File: config.mk
export PLATFORM = sky130hd
export DESIGN_NAME = link_clk_detect
export DESIGN_NICKNAME = d
export VERILOG_FILES = /design/src/rtl/lcd_pkg.sv /design/src/rtl/lcd_sync.sv /design/src/rtl/lcd_activity.sv /design/src/rtl/lcd_regs.sv /design/src/rtl/link_clk_detect.sv
export SDC_FILE = /design/constraint.sdc
export NUM_CORES = 1
export LEC_CHECK = 0
export CAP_MARGIN = 20
export CORE_ASPECT_RATIO = 0.8
export CORE_MARGIN = 4
export CORE_UTILIZATION = 41
export DETAILED_ROUTE_END_ITERATION = 6
export PLACE_DENSITY = 0.74
export SLEW_MARGIN = 20
export SYNTH_ARGS = -nofsm -noshare
export SYNTH_HDL_FRONTEND = slang
export SYNTH_SLANG_ARGS = --single-unit
File: constraint.sdc
create_clock -name clk_i -period 1.3 [get_ports clk_i]
set_input_delay 0.26 -clock clk_i [delete_from_list [all_inputs] [get_ports clk_i]]
set_output_delay 0.26 -clock clk_i [all_outputs]
set_load 0.03 [all_outputs]
File: src/rtl/lcd_pkg.sv
package lcd_pkg;
    localparam int BIT_MODE = 0;
    localparam int BIT_DET  = 1;
    localparam int BIT_EN   = 2;
    localparam int BIT_CLR  = 3;

    // packed MSB first: clr is bit 3, mode is bit 0
    typedef struct packed {
        logic clr;
        logic en;
        logic det_n;
        logic mode;
    } ctrl_t;

    localparam ctrl_t CTRL_POR = '{clr: 1'b0, en: 1'b0, det_n: 1'b1, mode: 1'b0};
endpackage

File: src/rtl/lcd_sync.sv
module lcd_sync #(
    parameter int STAGES = 3
) (
    input  logic clk_i,
    input  logic rst_n_i,
    input  logic d_i,
    output logic q_o
);
    logic [STAGES-1:0] chain_d, chain_q;

    always_comb begin
        chain_d = {chain_q[STAGES-2:0], d_i};
    end

    always_ff @(posedge clk_i) begin
        if (!rst_n_i) chain_q <= '0;
        else          chain_q <= chain_d;
    end

    assign q_o = chain_q[STAGES-1];
endmodule

File: src/rtl/lcd_activity.sv
module lcd_activity #(
    parameter int WINDOW = 256,
    parameter int THRESH = 4
) (
    input  logic clk_i,
    input  logic rst_n_i,
    input  logic run_i,
    input  logic sync_i,
    output logic hit_o
);
    localparam int WIN_W = $clog2(WINDOW);
    localparam int EC_W  = $clog2(THRESH + 1);
    localparam logic [WIN_W-1:0] WIN_LAST = WIN_W'(WINDOW - 1);
    localparam logic [EC_W-1:0]  THR      = EC_W'(THRESH);

    typedef struct packed {
        logic [WIN_W-1:0] win;
        logic [EC_W-1:0]  edges;
        logic             prev;
        logic             hit;
    } act_t;

    act_t s_d, s_q;
    logic rise;
    logic [EC_W-1:0] edges_inc;

    always_comb begin
        s_d      = s_q;
        s_d.prev = sync_i;
        s_d.hit  = 1'b0;
        rise     = sync_i & ~s_q.prev;
        // saturating edge count
        edges_inc = (rise && (s_q.edges != THR)) ? s_q.edges + EC_W'(1) : s_q.edges;
        if (!run_i) begin
            s_d.win   = '0;
            s_d.edges = '0;
        end else if (s_q.win == WIN_LAST) begin
            s_d.hit   = (edges_inc >= THR);
            s_d.win   = '0;
            s_d.edges = '0;
        end else begin
            s_d.win   = s_q.win + WIN_W'(1);
            s_d.edges = edges_inc;
        end
    end

    always_ff @(posedge clk_i) begin
        if (!rst_n_i) s_q <= '0;
        else          s_q <= s_d;
    end

    assign hit_o = s_q.hit;
endmodule

File: src/rtl/lcd_regs.sv
module lcd_regs
    import lcd_pkg::*;
#(
    parameter int              ADDR_W  = 8,
    parameter int              DATA_W  = 8,
    parameter logic [ADDR_W-1:0] REG_OFS = 8'h40
) (
    input  logic              clk_i,
    input  logic              por_n_i,
    input  logic [ADDR_W-1:0] addr_i,
    input  logic [DATA_W-1:0] wdata_i,
    input  logic              we_i,
    input  logic              hit_i,
    output ctrl_t             ctrl_o,
    output logic [DATA_W-1:0] rdata_o
);
    typedef struct packed {
        ctrl_t             ctrl;
        logic [DATA_W-1:0] rdata;
    } regs_t;

    regs_t r_d, r_q;
    logic  sel;

    always_comb begin
        r_d = r_q;
        sel = (addr_i == REG_OFS);
        if (we_i && sel) begin
            r_d.ctrl.clr  = wdata_i[BIT_CLR];
            r_d.ctrl.en   = wdata_i[BIT_EN];
            r_d.ctrl.mode = wdata_i[BIT_MODE];
        end
        // clear outranks detection
        if (r_q.ctrl.clr)                  r_d.ctrl.det_n = 1'b1;
        else if (r_q.ctrl.en && hit_i)     r_d.ctrl.det_n = 1'b0;
        r_d.rdata = sel ? DATA_W'(r_q.ctrl) : '0;
    end

    always_ff @(posedge clk_i) begin
        if (!por_n_i) r_q <= '{ctrl: CTRL_POR, rdata: '0};
        else          r_q <= r_d;
    end

    assign ctrl_o  = r_q.ctrl;
    assign rdata_o = r_q.rdata;
endmodule

File: src/rtl/link_clk_detect.sv
module link_clk_detect
    import lcd_pkg::*;
#(
    parameter int                ADDR_W     = 8,
    parameter int                DATA_W     = 8,
    parameter logic [ADDR_W-1:0] REG_OFS    = 8'h40,
    parameter int                SYNC_STAGE = 3,
    parameter int                WINDOW     = 256,
    parameter int                THRESH     = 4
) (
    input  logic              clk_i,
    input  logic              por_n_i,
    input  logic              warm_n_i,
    input  logic              bclk_i,
    input  logic [ADDR_W-1:0] addr_i,
    input  logic [DATA_W-1:0] wdata_i,
    input  logic              we_i,
    output logic [DATA_W-1:0] rdata_o
);
    logic  core_rst_n;
    logic  bclk_sync;
    logic  run_w;
    logic  hit_w;
    ctrl_t ctrl_w;

    assign core_rst_n = por_n_i & warm_n_i;
    assign run_w      = ctrl_w.en & ~ctrl_w.clr;

    lcd_sync #(.STAGES(SYNC_STAGE)) u_sync (
        .clk_i   (clk_i),
        .rst_n_i (core_rst_n),
        .d_i     (bclk_i),
        .q_o     (bclk_sync)
    );

    lcd_activity #(.WINDOW(WINDOW), .THRESH(THRESH)) u_act (
        .clk_i   (clk_i),
        .rst_n_i (core_rst_n),
        .run_i   (run_w),
        .sync_i  (bclk_sync),
        .hit_o   (hit_w)
    );

    lcd_regs #(.ADDR_W(ADDR_W), .DATA_W(DATA_W), .REG_OFS(REG_OFS)) u_regs (
        .clk_i   (clk_i),
        .por_n_i (por_n_i),
        .addr_i  (addr_i),
        .wdata_i (wdata_i),
        .we_i    (we_i),
        .hit_i   (hit_w),
        .ctrl_o  (ctrl_w),
        .rdata_o (rdata_o)
    );
endmodule

==> flow_summary.ini <==
[run_status]
outcome = complete, no violations

[yosys]
synth_area_leaders = dfxtp_1, nand2_1, mux2i_1
async_reset_ff_share_pct = 0
synth-edff-count = 0
ys_ff_latch = 24
ys.flop_type = dfxtp_1
synth_seq_area_share_pct = 49.0
synth_top_area_share_pct = 49.0
avgSynthCellArea_um2 = 9.33
syn_area_um2 = 980
yosysTopAreaCell = dfxtp_1
ys_warn_count = 0
yosysUniqueCellTypes = 29
synth_cells = 105
synth_most_common_cell = dfxtp_1
ys_top_cells_by_count = dfxtp_1, nand2_1, nor2_1

[sta]
fmax_mhz = 781
fin_crit_sh_pct = 98.5
clock_skew_ns = 0.00634
slew_violations = 0
fin_ws_ns = 0.0192
finalSetupViolCount = 0
rsz0062_at_grt = yes
finalSetupTns_ns = 0
period_minus_slack_ns = 1.28
finalHoldViolations = 0
fin_hold_ws_ns = 0.347

[worst_setup_path]
critical_path_arrival_ns = 1.53
worstPathRequired_ns = 1.55
reg2reg_slack_ns = 0.02
cp-start-kind = flop
startpoint = u_act.s_q[2]
critPathMaxFanout = 3
cp_cell_sequence = inv_2 -> ha_4 -> and2_4 -> buf_6 -> or3_4 -> a21oi_2
r2r-end = u_act.s_q[2]
reg2reg_depth = 6
crit_path_end_kind = flop
cpPeakStageDelay_ns = 0.36
rr_startpoint = u_act.s_q[2]
worst_path_max_delay_cell = dfxtp_2
critical_path_class = flop to flop

[clock_tree]
cts_max_level = 1
numCtsBuffers = 3
clk_pin_slew_worst_paths_ns = 0.13
clkSinkCount = 24
cts_buffer_depth = 2
clk_latency_ns = 0.31
cts-root-buf = clkbuf_4
ctsHoldBuffers = 0
cts_tree = built

[pwr]
p_switching_uw = 245
vdd_ir_drop_max_mv = 0.563
power.density_nw_per_um2 = 865
p_int_uw = 958
p_comb_share_pct = 7.1
p_clk_share_pct = 31.6
p_seq_share_pct = 61.3
p_leak_uw = 0.000571
swShare_pct = 20.3

[global_route]
grt_pass1_vias = 770
grt.overflow.total = 0
grt_use_total_pct = 13.0
grt_start_max_net_pins = 14
grt_pass1_wl_um = 3350
grt_antenna_before_repair = 0

[final_layout]
antenna_cells = 0
drive_above_1_share_pct = 32.6
syn_to_final_growth_pct = 42.0
fin_area_um2 = 1390
fin_nets = 166
instances_no_fill = 166

[detailed_routing]
wirelength_um = 2000
drcViolationCount = 0
dr.pass1.iters = 4
vias = 807
wl_per_cell_um = 12.1
ant_nets = 0
routed_via_density = 4.86
first_iter_violations = 15

[die]
initial_core_util_pct = 44.2
dieHeight_um = 51.7
die_x_um = 62.7
dieArea_um2 = 3240
rows = 15
ios = 29
core-area_um2 = 2210

[place]
routabilityCongestion = 0.697
dp.cells = 160
post-dp-hpwl_um = 1630
port_buffers = 19
dp_slack_ns = -0.342
placed_area_um2 = 1280

[job]
cap_viol_max_count = 0

[hold_path]
min_path_cells = 3
whs_endpoint = u_regs.ctrl_o[1]
hold_class = input pin to flop
hold_start = por_n_i
## metrics by stage
stage | util (%) | total power, uW
final | 62.8 | 1200
after detailed placement | 57.9 | 835
after global placement | 57.9 | 833
after CTS | 59.9 | 1210
after global routing | 62.8 | 1270
after floorplan | - | 788
## kinds of logic (layout without fill, tap and decap cells)
logic type,Yosys count,in the layout,share of synthesized area (%)
compound gates,11,11,7.54
xor+xnor,3,3,2.68
fa+ha+maj,3,3,3.83
buf+inv,13,46,6.51
flops,24,24,49.0
mux,4,4,4.09
other cells,1,4,0.383
simple gates,46,46,25.9
## worst max path at each step
stage                       endpoint  slack [ns]  depth (start not counted)
floorplan                       flop       0.008                          5
global placement    u_regs.ctrl_o[0]       -0.28                          4
detailed placement  u_regs.ctrl_o[0]       -0.34                          4
CTS                             flop       -0.02                          5
global route            u_act.s_q[2]       -0.04                          6
finish                  u_act.s_q[2]        0.02                          6
## timing repair
item	in CTS	in global routing
pin swaps	3	5
setup endpoints to repair	8	18
resized for setup	9	24
setup buffers	0	2
## layout by cell type (no fill, tap or decap), types with 3 or more instances in the layout
master	count
nor2_1	10
or3_1	3
nand2_1	10
a21oi_1	3
clkdlybuf4s50_1	14
conb_1	4
inv_1	6
o21ai_0	4
dfxtp_2	5
clkbuf_2	4
dfxtp_1	19
and3_1	4
buf_4	13
nand3_1	4
clkbuf_4	3
mux2i_1	3
## layout make-up
type | count | area, um^2
timing repair buffer | 34 | 293
clock buffer | 4 | 36.3
sequential | 24 | 487
tap | 25 | 31.3
multi-input combinational | 71 | 514
fill | 182 | 823
inverter | 8 | 30.0
## metal layers
layer	up-vias	part of all wire, %	track usage [%]
met1	377	43	14.5
met2	11	53	25.5
met4	0	0.85	2.20
li1	417	-	-
met3	2	3.2	3.24
met5	-	0	0
## power groups by stage
stage	clock (uW)	sequential (uW)	combinational, uW
after floorplan	0	754	33.7
after global placement	0	754	78.4
after detailed placement	0	755	80.3
after CTS	396	738	80.6
after global routing	444	739	89.6
final	380	738	85.5
## registers in the layout, indices dropped and copies added (netlist names), named ones only
| signal | flops |
|---|---|
| u_regs.rdata_o | 4 |
| u_act.s_q | 11 |
| u_regs.ctrl_o | 4 |
| u_sync.chain_q | 3 |
| u_act.hit_o | 1 |
## worst max-delay path: cells and delay by family (launching register included)
| family | cells | cell delay [ns] |
|---|---|---|
| buf+inv | 2 | 0.15 |
| flops | 1 | 0.36 |
| compound gates | 1 | 0.11 |
| fa+ha+maj | 1 | 0.15 |
| simple gates | 2 | 0.46 |
(Power assumes the default switching activity.)
